[src/rtl/sc_pkg.sv]
package sc_pkg;
  localparam int SIG_W  = 8;
  localparam int GRP    = 3;
  localparam int NTAP   = GRP * GRP;
  localparam int DESC_W = NTAP * SIG_W;

  // ring sample rows/cols, clockwise from top-left corner
  function automatic int ring_row(input int b, input int rad);
    case (b)
      0, 1, 2: return 0;
      3, 7:    return rad;
      default: return 2 * rad;
    endcase
  endfunction

  function automatic int ring_col(input int b, input int rad);
    case (b)
      0, 6, 7: return 0;
      1, 5:    return rad;
      default: return 2 * rad;
    endcase
  endfunction

  // distance from newest sample for tap i of a k-square window
  function automatic int tap_dist(input int sparse, input int i, input int k,
                                  input int line);
    int r, c;
    if (sparse != 0) begin
      if (i < 8) begin
        r = ring_row(i, (k - 1) / 2);
        c = ring_col(i, (k - 1) / 2);
      end else begin
        r = (k - 1) / 2;
        c = (k - 1) / 2;
      end
    end else begin
      r = i / k;
      c = i % k;
    end
    return (k - 1 - r) * line + (k - 1 - c);
  endfunction
endpackage

[src/rtl/sc_window.sv]
module sc_window #(
  parameter int DW     = 8,
  parameter int K      = 3,
  parameter int LINE   = 32,
  parameter int SPARSE = 0,
  parameter int NT     = 9
) (
  input  logic             clk,
  input  logic             shift_en,
  input  logic [DW-1:0]    din,
  output logic [NT*DW-1:0] taps
);
  localparam int LEN = (K - 1) * LINE + K;

  logic [DW-1:0] sr   [LEN];
  logic [DW-1:0] sr_d [LEN];

  always_comb begin
    for (int i = 0; i < LEN; i++) sr_d[i] = sr[i];
    if (shift_en) begin
      sr_d[0] = din;
      for (int i = 1; i < LEN; i++) sr_d[i] = sr[i-1];
    end
  end

  always_ff @(posedge clk) begin
    for (int i = 0; i < LEN; i++) sr[i] <= sr_d[i];
  end

  for (genvar t = 0; t < NT; t++) begin : g_tap
    localparam int D = sc_pkg::tap_dist(SPARSE, t, K, LINE);
    assign taps[t*DW +: DW] = sr[D];
  end
endmodule

[src/rtl/sc_census_cmp.sv]
module sc_census_cmp #(
  parameter int DW = 8
) (
  input  logic [9*DW-1:0] ring,
  output logic [7:0]      sig
);
  logic [DW-1:0] ctr;
  assign ctr = ring[8*DW +: DW];

  for (genvar b = 0; b < 8; b++) begin : g_bit
    assign sig[b] = (ring[b*DW +: DW] < ctr);
  end
endmodule

[src/rtl/sparse_census_desc.sv]
module sparse_census_desc
  import sc_pkg::*;
#(
  parameter int IMG_W = 32,
  parameter int XW    = 10,
  parameter int YW    = 10,
  parameter int RAD   = 2
) (
  input  logic              clk,
  input  logic              arst_n,
  input  logic              in_valid,
  input  logic [XW-1:0]     in_x,
  input  logic [YW-1:0]     in_y,
  input  logic [7:0]        in_pix,
  output logic              out_valid,
  output logic [XW-1:0]     out_x,
  output logic [YW-1:0]     out_y,
  output logic [DESC_W-1:0] out_desc
);
  localparam int K1    = 2 * RAD + 1;
  localparam int LAG   = RAD + (GRP - 1) / 2;
  localparam int FIRST = 2 * RAD + (GRP - 1);

  // reset: asynchronous assert, synchronous release
  logic rst_meta, rst_n_q;
  always_ff @(posedge clk or negedge arst_n) begin
    if (!arst_n) begin
      rst_meta <= 1'b0;
      rst_n_q  <= 1'b0;
    end else begin
      rst_meta <= 1'b1;
      rst_n_q  <= rst_meta;
    end
  end

  logic              s1_beat, s1_beat_d, s2_beat, s2_beat_d;
  logic [XW-1:0]     s1_x, s1_x_d, s2_x, s2_x_d, out_x_d;
  logic [YW-1:0]     s1_y, s1_y_d, s2_y, s2_y_d, out_y_d;
  logic              out_valid_d, fire;
  logic [DESC_W-1:0] out_desc_d;
  logic [9*8-1:0]    ring_taps;
  logic [SIG_W-1:0]  sig1;
  logic [DESC_W-1:0] grp_taps;

  sc_window #(.DW(8), .K(K1), .LINE(IMG_W), .SPARSE(1), .NT(9)) u_pix_win (
    .clk(clk), .shift_en(in_valid), .din(in_pix), .taps(ring_taps));

  sc_census_cmp #(.DW(8)) u_cmp (.ring(ring_taps), .sig(sig1));

  sc_window #(.DW(SIG_W), .K(GRP), .LINE(IMG_W), .SPARSE(0), .NT(NTAP)) u_sig_win (
    .clk(clk), .shift_en(s1_beat), .din(sig1), .taps(grp_taps));

  always_comb begin
    s1_beat_d = in_valid;
    s1_x_d    = in_valid ? in_x : s1_x;
    s1_y_d    = in_valid ? in_y : s1_y;
    s2_beat_d = s1_beat;
    s2_x_d    = s1_beat ? s1_x : s2_x;
    s2_y_d    = s1_beat ? s1_y : s2_y;
    fire      = s2_beat && (s2_x >= XW'(FIRST)) && (s2_y >= YW'(FIRST));
    out_valid_d = fire;
    out_x_d     = fire ? s2_x - XW'(LAG) : out_x;
    out_y_d     = fire ? s2_y - YW'(LAG) : out_y;
    out_desc_d  = fire ? grp_taps : out_desc;
  end

  always_ff @(posedge clk or negedge rst_n_q) begin
    if (!rst_n_q) begin
      s1_beat   <= 1'b0;
      s1_x      <= '0;
      s1_y      <= '0;
      s2_beat   <= 1'b0;
      s2_x      <= '0;
      s2_y      <= '0;
      out_valid <= 1'b0;
      out_x     <= '0;
      out_y     <= '0;
      out_desc  <= '0;
    end else begin
      s1_beat   <= s1_beat_d;
      s1_x      <= s1_x_d;
      s1_y      <= s1_y_d;
      s2_beat   <= s2_beat_d;
      s2_x      <= s2_x_d;
      s2_y      <= s2_y_d;
      out_valid <= out_valid_d;
      out_x     <= out_x_d;
      out_y     <= out_y_d;
      out_desc  <= out_desc_d;
    end
  end

  // an output beat traces back to an input beat two edges earlier
  assert_lag_R6: assert property (@(posedge clk) disable iff (!rst_n_q)
    out_valid |-> $past(in_valid, 3));

  // signature stage follows pixel stage by one edge
  assert_beat_chain_R6: assert property (@(posedge clk) disable iff (!rst_n_q)
    s1_beat |=> s2_beat);

  // coordinates realigned to the combined window centre
  assert_coord_R7: assert property (@(posedge clk) disable iff (!rst_n_q)
    out_valid |-> (out_x == $past(in_x, 3) - XW'(LAG)) &&
                  (out_y == $past(in_y, 3) - YW'(LAG)));

  // no output centre closer than LAG to the top/left edge
  assert_range_R7: assert property (@(posedge clk) disable iff (!rst_n_q)
    out_valid |-> (out_x >= XW'(FIRST - LAG)) && (out_y >= YW'(FIRST - LAG)));

  // a stalled signature stage leaves the descriptor untouched
  assert_hold_R8: assert property (@(posedge clk) disable iff (!rst_n_q)
    !s2_beat |=> $stable(out_desc) && !out_valid);
endmodule

[config.mk]
export PLATFORM = sky130hd
export DESIGN_NAME = sparse_census_desc
export DESIGN_NICKNAME = d
export VERILOG_FILES = /design/src/rtl/sc_pkg.sv /design/src/rtl/sc_window.sv /design/src/rtl/sc_census_cmp.sv /design/src/rtl/sparse_census_desc.sv
export SDC_FILE = /design/constraint.sdc
export NUM_CORES = 1
export LEC_CHECK = 0
export BUFFER_PORTS_ARGS = -buffer_cell sky130_fd_sc_hd__buf_2
export CORE_MARGIN = 5
export CORE_UTILIZATION = 51
export CTS_BUF_LIST = sky130_fd_sc_hd__clkbuf_16
export CTS_CLUSTER_DIAMETER = 80
export CTS_CLUSTER_SIZE = 16
export DETAILED_ROUTE_END_ITERATION = 8
export GPL_TIMING_DRIVEN = 0
export PLACE_DENSITY = 0.7
export SETUP_SLACK_MARGIN = 0.5
export SLEW_MARGIN = 5
export SYNTH_ARGS = -nofsm -noshare
export SYNTH_HDL_FRONTEND = slang
export SYNTH_SLANG_ARGS = --single-unit
export TNS_END_PERCENT = 30
[constraint.sdc]
create_clock -name clk -period 4 [get_ports clk]
set_input_delay 0.8 -clock clk [delete_from_list [all_inputs] [get_ports clk]]
set_output_delay 0.8 -clock clk [all_outputs]
set_load 0.02 [all_outputs]
Word-level counts from Yosys, hierarchy flattened
Memories as Yosys holds them, arrays and structs flattened.
Cells that the tools add are included.
{"block": "classes", "n_addsub": 2, "order_cmp": 10, "mux": 2, "n_reduce_logical": 2}
{"op": "$mux W1064", "n": 1}
{"op": "$mux W536", "n": 1}
{"op": "$lt A8 B8 Y1", "n": 8}
{"op": "$ge A10 B3 Y1 const B", "n": 2}
{"op": "$sub A10 B2 Y10 const B", "n": 2}
{"op": "$logic_and A1 B1 Y1", "n": 2}
{"block": "word_totals", "regBits": 137, "ramBits": 1600, "in_bits": 31, "output_inout_bits": 93, "elab_cells": 30, "mem_count": 2}
{"name": "u_pix_win.sr", "depth": 133, "word_bits": 8, "rd": 133, "rd_ports_with_merged_regs": 0, "write_ports": 133, "line_no": "sc_window.sv:15", "source": "logic [DW-1:0] sr [LEN];"}
{"name": "u_sig_win.sr", "depth": 67, "word_bits": 8, "rd": 67, "rd_ports_with_merged_regs": 0, "write_ports": 67, "line_no": "sc_window.sv:15"}

Logic depth before layout (Yosys ltp)
Gate-level depths: netlist of run 1.
{"block": "depth", "depth_word": 3, "mapped_depth": 9, "depth_no_buf": 7}

Hierarchy
Synthesis of run 1 repeated with hierarchy kept, for this count alone.
{"block": "hier_totals", "hier_cells": 2145, "hier_area_um2": 55445.7}
{"mod": "sc_window at u_pix_win", "n_inst": 1, "cells_per_inst": 1136, "area_per_inst_um2": 32491.2, "seq_area_each_um2": 31950.6}
{"mod": "sc_window at u_sig_win", "n_inst": 1, "cells_per_inst": 536, "area_per_inst_um2": 16095.4, "seq_area_each_um2": 16095.4}
{"mod": "sparse_census_desc", "n_inst": 1, "cells_per_inst": 342, "area_per_inst_um2": 5689.2, "seq_area_each_um2": 3428.3}
{"mod": "sc_census_cmp", "n_inst": 1, "cells_per_inst": 131, "area_per_inst_um2": 1169.9, "seq_area_each_um2": 0.0}

Least setup slack after synthesis of run 1
Ideal clock, no wire load.
{"block": "synth_timing", "path_type": "register -> register", "start": "register s1_beat", "end": "register s2_x[9]", "setup_ns": 0.125, "t_arrival_ns": 12.759, "required_ns": 3.875, "slack_ns": -8.883, "path_stages_with_launch": 2, "n_path_buf": 0, "synth_period_minus_slack_ns": 12.883, "cell_sequence": "dfrtp_1 -> mux2_2"}
{"element": "start, declared", "line_no": "sparse_census_desc.sv:36", "source": "logic s1_beat, s1_beat_d, s2_beat, s2_beat_d;"}
{"element": "start signal, assigned", "line_no": "sparse_census_desc.sv:80", "source": "s1_beat <= s1_beat_d;"}
{"element": "end signal, assigned", "line_no": "sparse_census_desc.sv:73", "source": "s2_x <= '0;"}
{"element": "end signal, assigned", "line_no": "sparse_census_desc.sv:84", "source": "s2_x <= s2_x_d;"}
{"element": "end, declared", "line_no": "sparse_census_desc.sv:37", "source": "logic [XW-1:0] s1_x, s1_x_d, s2_x, s2_x_d, out_x_d;"}
No word-level cell between the ends.

==> flow_metrics.env, run 1 <==
export IMPL_status="complete, no violations"
export IMPL_met3_usage_pct=2.339
export IMPL_cap_violations=0
export IMPL_row_count=120
export IMPL_rsz0062_at_grt="false"
export IMPL_numCtsBuffers=119
export IMPL_clk_latency_ps=720
export IMPL_clkPwrFrac_pct=32.6
export IMPL_n_antenna_cell=0
export IMPL_start_util_pct=51.13
export IMPL_p_per_area_mw_per_mm2=553.5
export IMPL_end_kind="flip-flop"
export IMPL_min_path_type="in2reg"
export IMPL_grt_pass1_wl_um=110900
export IMPL_ant_nets=0
export IMPL_p_int_w=0.02689
export IMPL_wire_per_inst_um=18.54
export IMPL_min_period_ps=2926
export IMPL_slew_violations=0
export IMPL_io_pins=124
export IMPL_die_area_mm2=0.1137
export IMPL_r2r_slack_ps=1070
export IMPL_met2_usage_pct=17.74
export IMPL_drc=0
export IMPL_htree_levels=3
export IMPL_synthArstFlopShare_pct=7.887
export IMPL_power_switching_w=0.006863
export IMPL_startpoint="s1_beat"
export IMPL_nFillCells=7390
export IMPL_cp_endpoint="u_sig_win.sr[49][2]"
export IMPL_final_hold_viol_count=0
export IMPL_dr_pass1_iters=4
export IMPL_grt_pass1_vias=19410
export IMPL_grt_start_max_net_pins=128
export IMPL_relSlewSlack_pct=53.39
export IMPL_clk_path_buf_depth=3
export IMPL_io_buffers=123
export IMPL_ys_flop_type="edfxtp_1"
export IMPL_sequentialPowerShare_pct=63.8
export IMPL_routed_wirelength_um=71280
export IMPL_total_power_w=0.03375
export IMPL_cts_root_buf="clkbuf_16"
export IMPL_core_area_mm2=0.1068
export IMPL_routabilityCongestion=0.7585
export IMPL_arrival_ps=3290
export IMPL_worst_pin_slew_ps=699.2
export IMPL_p_leak_nw=21.43
export IMPL_power_frac_comb_pct=3.5
export IMPL_worstPathRequired_ps=4370
export IMPL_synth_distinct_cells=31
export IMPL_design_area_mm2=0.06098
export IMPL_yosysWarnings=0
export IMPL_syn_nets=2177
export IMPL_skew_ps=34.25
export IMPL_syn_area_mm2=0.05458
export IMPL_setup_viol=0
export IMPL_drt_first_iter_violations=1929
export IMPL_ir_drop_v=0.0003948
export IMPL_final_nets=2443
export IMPL_vias=19330
export IMPL_start_kind="flip-flop"
export IMPL_grt_use_met1_pct=19.45
export IMPL_ys_ff_latch=1737
export IMPL_clock_sinks=1737
export IMPL_syn2layout_area_growth_pct=11.73
export IMPL_grtUsageTotal_pct=12.33
export IMPL_min_period_over_period_pct=73.15
export IMPL_layout_drive_gt1_share_pct=14.70
export IMPL_r2r_start="s1_beat"
export IMPL_dp_hpwl_um=37530
export IMPL_die_y_um=337.1
export IMPL_synth_cells=2086
export IMPL_vias_per_cell=5.026
export IMPL_p_sw_share_pct=20.33
export IMPL_dpl_cell_area_mm2=0.05752
export IMPL_synth_edff_count=1600
export IMPL_clk_pin_slew_ps=80
export IMPL_antenna_found_initial=3
export IMPL_grt_busiest_layer="met1"
export IMPL_crit_fanout=70
export IMPL_crit_type="reg2reg"
export IMPL_cts_resized=0
export IMPL_yosysSeqAreaShare_pct=94.31
export IMPL_fmax_ghz=0.3418
export IMPL_postSynthAreaPerCell_um2=26.17
export IMPL_r2r_end="u_sig_win.sr[49][2]"
export IMPL_cts_tree="yes"
export IMPL_die_w_um=337.1
export IMPL_reg2reg_depth=5
export IMPL_gr_total_overflow=0
==> metal layers <==
layer / vias to the layer above / share of wire (%)
met5: - / 0
met4: 0 / 2.5
met3: 126 / 4.6
met2: 395 / 44
met1: 9978 / 49
li1: 8826 / -
==> worst min-delay path by stage <==
stage                          from  slack (ps)                 end  cells after the start
final                     in_pix[4]         270  u_pix_win.sr[0][4]                      1
after global routing      in_pix[4]         210  u_pix_win.sr[0][4]                      1
after CTS                 in_pix[4]         200  u_pix_win.sr[0][4]                      1
after detailed placement   rst_meta         340             rst_n_q                      0
after global placement     rst_meta         340             rst_n_q                      0
after floorplan            rst_meta         330             rst_n_q                      0
==> worst max-delay path, stage by stage, from the launching register on <==
cell and delay, ps:
dfrtp_4 870, buf_12 330, buf_16 310, buf_12 290, buf_16 320, buf_16 330
==> Yosys cell counts, drive strengths merged (3+ instances only) <==
cell type | number | share of area, %
xor2 | 5 | 0.080
buf | 13 | 0.17
and3 | 8 | 0.092
xnor2 | 11 | 0.18
edfxtp | 1600 | 88
o2111ai | 8 | 0.13
a21o | 16 | 0.22
nand2 | 26 | 0.18
ha | 60 | 1.4
nor3 | 5 | 0.046
o21ai | 24 | 0.22
mux2 | 110 | 2.3
nand2b | 10 | 0.11
and2 | 8 | 0.092
dfrtp | 137 | 6.3
clkbuf | 3 | 0.021
a211o | 8 | 0.13
a221oi | 8 | 0.13
nor2 | 6 | 0.041
inv | 10 | 0.069
==> power groups by stage <==
stage	Clock, W	Combinational [W]	Sequential (W)
6_report	0.0110	0.00119	0.0215
5_1_grt	0.0122	0.00131	0.0216
4_1_cts	0.0114	0.00122	0.0216
3_5_place_dp	0	0.00122	0.0219
3_3_place_gp	0	0.00100	0.0224
2_1_floorplan	0	0.000341	0.0221
==> logic make-up (layout without fill, tap and decap cells) <==
group	count (synthesis)	in the layout	synth area share (%)
multiplexers	110	110	2.269
AO/OA/AOI/OAI	67	67	0.8918
other	1	1	0.006870
flip-flops	1737	1737	94.31
adder cells (fa/ha/maj)	60	60	1.375
buffers and inverters	26	382	0.2613
AND/OR/NAND/NOR	69	69	0.6327
XOR/XNOR	16	16	0.2567
==> registers in the layout, indices dropped and copies added (netlist names), 10 cells and up <==
register / cells
s2_x: 10
s2_y: 10
out_y: 10
out_x: 10
u_sig_win.sr: 536
s1_x: 10
out_desc: 72
u_pix_win.sr: 1064
s1_y: 10
==> what timing repair did <==
action | in CTS | in global routing
buffers inserted | 0 | 0
hold endpoints to repair | 2 | 0
hold buffers | 1 | 0
==> stage by stage <==
| stage | cells | setup TNS, ps | utilization (%) | setup WS [ps] | hold WS (ps) |
|---|---|---|---|---|---|
| after global placement | 3612 | - | 53.35 | -13630 | 337.7 |
| after floorplan | 2086 | -1611730 | - | -3222 | 331.2 |
| after global routing | 3845 | 0 | 57.13 | 915.6 | 214.5 |
| final | 3845 | 0 | 57.13 | 1074 | 265.9 |
| after detailed placement | 3633 | 0 | 53.88 | 311.1 | 335.8 |
| after CTS | 3845 | 0 | 57.13 | 1036 | 198.9 |
==> final cells by class <==
type                    instances  area [um^2]  area share (%)
plain buffers                  16        105.1          0.1723
flip-flops and latches       1737        51480           84.42
repair buffers                145         1184           1.941
clock inverters                92        476.7          0.7817
inverters                      10        37.54         0.06155
well taps                    1403         1755           2.879
clock buffers                 119         2978           4.883
multi-input cells             323         2965           4.863
==> cell usage in the layout (no fill, tap or decap), drive strengths merged <==
master / synthesis / final
a211o: 8 / 8
a21o: 16 / 16
a21oi: 2 / 2
a221oi: 8 / 8
and2: 8 / 8
and3: 8 / 8
buf: 13 / 157
clkbuf: 3 / 122
clkinv: 0 / 6
clkinvlp: 0 / 1
conb: 1 / 1
dfrtp: 137 / 137
dlygate4sd3: 0 / 1
edfxtp: 1600 / 1600
ha: 60 / 60
inv: 10 / 95
mux2: 110 / 110
nand2: 26 / 26
nand2b: 10 / 10
nand3: 1 / 1
nor2: 6 / 6
nor3: 5 / 5
nor3b: 1 / 1
nor4: 2 / 2
o2111ai: 8 / 8
o21ai: 24 / 24
o311ai: 1 / 1
or2: 1 / 1
or3: 1 / 1
xnor2: 11 / 11
xor2: 5 / 5
Power figures use the tool's default switching activity.
==> run 2, diff against run 1 <==
==> constraint.sdc (replaced) <==
create_clock -name clk -period 2.4 [get_ports clk]
set_input_delay 0.48 -clock clk [delete_from_list [all_inputs] [get_ports clk]]
set_output_delay 0.48 -clock clk [all_outputs]
set_load 0.02 [all_outputs]
==> run 2 against run 1 <==
Compared with the run above: first-iteration DRC count increased by 4.3%; global-route usage up 1.1 points; final cell count rose by 2.4%; core utilization rose by 1.7 points; register-to-register slack lost 850 ps; clock skew increased by 1.4 ps; critical path depth grew 2; sequential cell count unchanged; sequential share of layout area down 2.5 points; final area up 3.0%; largest power group unchanged.
==> flow_metrics.env, run 2 (synthesis gave the netlist of run 1 again) <==
export IMPL_mostFrequentLayoutCells="edfxtp_1, dfrtp_1, clkbuf_16"
export IMPL_start_util_pct=51.13
export IMPL_clk_pin_slew_ps=80
export IMPL_die_y_um=337.1
export IMPL_worst_pin_slew_ps=637.1
export IMPL_final_nets=2534
export IMPL_post_place_ws_ps=-968.9
export IMPL_r2r_slack_ps=230
export IMPL_grt_start_max_net_pins=128
export IMPL_die_area_mm2=0.1137
export IMPL_final_hold_viol_count=0
export IMPL_row_count=120
export IMPL_dr_pass1_iters=5
export IMPL_io_pins=124
export IMPL_crit_fanout=7
export IMPL_antenna_found_initial=1
export IMPL_syn2layout_area_growth_pct=15.13
export IMPL_rsz0062_at_grt="true"
export IMPL_io_buffers=123
export IMPL_grt_pass1_vias=20100
export IMPL_min_period_over_period_pct=90.50
export IMPL_crit_type="reg2reg"
export IMPL_min_period_ps=2172
export IMPL_ant_nets=0
export IMPL_htree_levels=3
export IMPL_drt_first_iter_violations=2011
export IMPL_final_core_util_pct=58.87
export IMPL_wire_per_inst_um=20.01
export IMPL_grtUsageTotal_pct=13.40
export IMPL_die_w_um=337.1
export IMPL_holdWs_ps=96.41
export IMPL_reg_top3="u_pix_win.sr: 1064 flops, u_sig_win.sr: 536 flops, out_desc: 72 flops"
export IMPL_vias_per_cell=5.096
export IMPL_fin_ws_ps=228.0
export IMPL_drc=0
export IMPL_routabilityCongestion=0.7585
export IMPL_n_antenna_cell=0
export IMPL_relSlewSlack_pct=57.53
export IMPL_p_leak_nw=22.35
export IMPL_status="complete, no violations"
export IMPL_cts_tree="yes"
export IMPL_clk_path_buf_depth=3
export IMPL_dp_hpwl_um=37530
export IMPL_routed_wirelength_um=78770
export IMPL_gr_total_overflow=0
export IMPL_p_per_area_mw_per_mm2=905.4
export IMPL_clk_latency_ps=720
export IMPL_final_common_cell="edfxtp_1"
export IMPL_layout_drive_gt1_share_pct=19.23
export IMPL_cap_violations=0
export IMPL_arrival_ps=2760
export IMPL_fmax_ghz=0.4604
export IMPL_worstPathRequired_ps=2990
export IMPL_end_kind="flip-flop"
export IMPL_largest_reg_flops=1064
export IMPL_start_kind="flip-flop"
export IMPL_fin_tns_setup_ps=0
export IMPL_core_area_mm2=0.1068
export IMPL_clock_sinks=1737
export IMPL_regMostFlops="u_pix_win.sr"
export IMPL_numCtsBuffers=119
export IMPL_vias=20060
export IMPL_cts_root_buf="clkbuf_16"
export IMPL_slew_violations=0
export IMPL_min_path_type="in2async"
export IMPL_grt_pass1_wl_um=118300
export IMPL_setup_viol=0
export IMPL_skew_ps=35.63
export IMPL_ir_drop_v=0.0007434
run 2: changes by cell type in the layout (fill, tap and decap cells not counted), moves of 9 or more:
cell           delta
buf_4            +24
o21ai_0          -10
dlygate4sd3_1    +28
buf_16           +12
mux2_4           +30
o21ai_1           +9
mux2_1           -29
bufbuf_16        +12
run 2: worst paths after layout:
kind	from	to	depth (start not counted)
worst max-delay path	s2_x[4]	out_desc[49]	7
worst min-delay path	arst_n	rst_n_q	2
worst max register to register	s2_x[4]	out_desc[49]	7
worst min register to register	rst_n_q	s1_x[6]	0
max in group asynchronous	rst_n_q	out_desc[10]	1
min in group clk	in_valid	u_pix_win.sr[3][21]	1
run 2: stage by stage:
step / instance area [um^2] / power [W] / std cells
finish: 62840 / 0.05690 / 3936
global route: 62840 / 0.05919 / 3936
floorplan: 54580 / 0.03733 / 2086
CTS: 62130 / 0.05731 / 3905
global placement: 56950 / 0.03903 / 3612
detailed placement: 57520 / 0.03857 / 3633
run 2: worst max-delay path: stages (launching register included):
cell	delay, ps
dfrtp_1	390
or3_4	410
o311ai_4	330
buf_12	160
buf_16	170
buf_12	130
buf_16	110
mux2_4	290
run 2: power breakdown:
group          internal [W]  switching [W]
Combinational       0.00104        0.00150
Sequential           0.0351       0.000765
Clock               0.00901        0.00943
Total                0.0452         0.0117
run 2: metal layers:
layer / share of wire (%) / GRT usage (%) / vias to the layer above
met5: 0 / 0 / -
met4: 2.4 / 4.116 / 0
met3: 5.1 / 2.436 / 137
met2: 45 / 19.75 / 458
met1: 47 / 20.82 / 10430
li1: - / - / 9033
run 2: area by class of cell:
| cell class | instances | area (um^2) |
|---|---|---|
| Fill cell | 7157 | 43910 |
| Clock buffer | 119 | 2978 |
| Timing Repair Buffer | 236 | 2597 |
| Inverter | 10 | 52.55 |
| Tap cell | 1403 | 1755 |
| Buffer | 16 | 235.2 |
| Clock inverter | 92 | 476.7 |
| Sequential cell | 1737 | 51480 |
| Multi-Input combinational cell | 323 | 3264 |
run 2: what timing repair did:
item                                   4_1_cts  5_1_grt
hold buffers                                29        0
pin swaps                                    4       17
buffers inserted                            14       24
setup endpoints to repair                  963      453
endpoints found under the hold margin       30        0
cloned                                      18        7
gates resized for setup                     43       98
==> run 3, diff against run 2 <==
--- a/config.mk
+++ b/config.mk
@@ -6,7 +6,6 @@
 export NUM_CORES = 1
 export LEC_CHECK = 0
 export BUFFER_PORTS_ARGS = -buffer_cell sky130_fd_sc_hd__buf_2
-export CORE_MARGIN = 5
 export CORE_UTILIZATION = 51
 export CTS_BUF_LIST = sky130_fd_sc_hd__clkbuf_16
 export CTS_CLUSTER_DIAMETER = 80
==> run 3 against run 2 <==
Compared with the run above: the flow now finishes with violations (DRC); total power decreased by 0.65%; global-route usage increased by 0.77 points; count of clock-buffer cells in the layout increased by 3; sequential share of layout area increased by 1.1 points; maximum frequency increased by 2.2%; final area decreased by 1.4%; setup slack improved by 46 ps; routed wire length decreased by 3.1%; non-clock buffer count decreased by 32; clock power about the same; via count decreased by 0.58%; critical endpoint is now out_desc[0]; largest cell class unchanged.
==> flow_metrics.env, run 3 (synthesis gave the netlist of run 1 again) <==
export IMPL_p_per_area_mw_per_mm2=912.1
export IMPL_gr_total_overflow=0
export IMPL_r2r_end="out_desc[0]"
export IMPL_rsz0062_at_grt="true"
export IMPL_n_antenna_cell=0
export IMPL_nFillCells=7163
export IMPL_drc=17
export IMPL_regMostFlops="u_pix_win.sr"
export IMPL_antenna_found_initial=5
export IMPL_dp_cells=3620
export IMPL_drt_first_iter_violations=1941
export IMPL_cts_tree="yes"
export IMPL_row_count=119
export IMPL_layout_drive_gt1_share_pct=17.28
export IMPL_mostFrequentLayoutCells="edfxtp_1, dfrtp_1, buf_2"
export IMPL_cp_slowest_cell="or3_4"
export IMPL_start_util_pct=51.63
export IMPL_die_w_um=329.1
export IMPL_end_kind="flip-flop"
export IMPL_arrival_ps=2670
export IMPL_reg2reg_depth=6
export IMPL_grt_pass1_wl_um=117900
export IMPL_wire_per_inst_um=19.74
export IMPL_grtUsageTotal_pct=14.16
export IMPL_reg_top3="u_pix_win.sr: 1064 flops, u_sig_win.sr: 536 flops, out_desc: 72 flops"
export IMPL_htree_levels=3
export IMPL_die_y_um=329.1
export IMPL_dp_hpwl_um=37710
export IMPL_ir_drop_v=0.0007062
export IMPL_dr_pass1_iters=7
export IMPL_largest_reg_flops=1064
export IMPL_worstPathRequired_ps=2940
export IMPL_io_buffers=123
export IMPL_clock_sinks=1737
export IMPL_cts_root_buf="clkbuf_16"
export IMPL_vias=19940
export IMPL_crit_type="reg2reg"
export IMPL_vias_per_cell=5.156
export IMPL_min_period_over_period_pct=88.57
export IMPL_final_nets=2502
export IMPL_crit_path_cell_trace="or3_4 -> o311ai_4 -> buf_6 -> buf_12 -> buf_16 -> mux2_4"
export IMPL_setup_viol=0
export IMPL_final_common_cell="edfxtp_1"
export IMPL_cap_violations=0
export IMPL_die_area_mm2=0.1083
export IMPL_final_core_util_pct=58.63
export IMPL_crit_fanout=7
export IMPL_r2r_slack_ps=270
export IMPL_fin_tns_setup_ps=0
export IMPL_core_area_mm2=0.1057
export IMPL_worst_pin_slew_ps=704.8
export IMPL_status="finished, violations left"
export IMPL_skew_ps=44.55
export IMPL_r2r_start="s2_x[6]"
export IMPL_hold_path_startpoint="in_y[8]"
export IMPL_slew_violations=0
export IMPL_min_path_type="in2reg"
export IMPL_start_kind="flip-flop"
export IMPL_ant_nets=0
export IMPL_final_cell_count_no_fill=3868
export IMPL_clk_path_buf_depth=3
export IMPL_grt_pass1_vias=20060
export IMPL_p_leak_nw=21.87
export IMPL_cp_slowest_stage_delay_ps=420
export IMPL_holdPathStages=2
export IMPL_violations="DRC"
export IMPL_fmax_ghz=0.4704
export IMPL_final_hold_viol_count=0
export IMPL_clk_latency_ps=700
export IMPL_syn2layout_area_growth_pct=13.55
export IMPL_grt_start_max_net_pins=114
export IMPL_numCtsBuffers=119
export IMPL_total_power_w=0.05653
export IMPL_routed_wirelength_um=76360
export IMPL_io_pins=124
export IMPL_min_period_ps=2126
export IMPL_relSlewSlack_pct=53.01
export IMPL_routabilityCongestion=0.7681
export IMPL_clk_pin_slew_ps=70
export IMPL_whs_endpoint="s1_y[8]"
## run 3: changes by cell type in the layout (fill, tap and decap cells not counted), sizes merged
cell / delta
inv: -24
buf: -19
dlygate4sd3: -8
clkinv: -2
bufbuf: -1
clkbuf: -1
clkinvlp: -1
## run 3: where the power goes
| part | leakage [nW] | switching [W] | internal, W |
|---|---|---|---|
| clock | 1.86 | 0.00921 | 0.00910 |
| sequential | 17.3 | 0.000755 | 0.0352 |
| combinational | 2.74 | 0.00143 | 0.000872 |
| total | 21.9 | 0.0114 | 0.0451 |
## run 3: final cells by class
class | count | area (um^2) | area share [%]
inverters | 10 | 52.55 | 0.08479
multi-input cells | 323 | 3074 | 4.960
well taps | 1391 | 1740 | 2.808
clock buffers | 122 | 3053 | 4.926
repair buffers | 204 | 2048 | 3.305
clock inverters | 65 | 320.3 | 0.5168
plain buffers | 16 | 203.9 | 0.3291
flip-flops and latches | 1737 | 51480 | 83.07
## run 3: worst max-delay path: cells and delay by family (launching register included)
family / cells / cell delay [ps]
mux: 1 / 310
flops: 1 / 390
simple gates: 1 / 420
buf+inv: 3 / 510
compound gates: 1 / 320
## run 3: routing by layer
layer	global-route usage (%)	wire length [um]	up-vias
li1	-	-	8953
met3	2.463	3840	130
met4	4.479	1801	2
met1	22.30	37160	10360
met2	20.37	33550	494
met5	0	11	-
## run 3: through the flow
step           instance area, um^2  worst slack [ps]  hold slack [ps]
6_report                     61980             274.3            53.11
3_3_place_gp                 56940            -14820            267.1
3_5_place_dp                 57490             -1093            245.2
5_1_grt                      61980             235.3            19.02
2_1_floorplan                54580             -4822            184.4
4_1_cts                      61740             288.1            1.042
## run 3: how the worst max path moves through the flow
stage             start             endpoint  depth (start not counted)
2_1_floorplan   s1_beat              s2_x[9]                          1
3_3_place_gp   in_valid              s1_beat                          1
3_5_place_dp   in_valid  u_pix_win.sr[4][34]                          5
4_1_cts         s2_y[8]         out_desc[16]                          7
5_1_grt         s2_x[6]          out_desc[0]                          6
6_report        s2_x[6]          out_desc[0]                          6
## run 3: what timing repair did
| action | 4_1_cts | 5_1_grt |
|---|---|---|
| resized for setup | 34 | 32 |
| hold buffers | 21 | 0 |
| endpoints found under the setup margin | 691 | 139 |
| setup buffers | 14 | 11 |
| cloned | 14 | 1 |
| pin swaps | 5 | 6 |
| endpoints found under the hold margin | 22 | 0 |
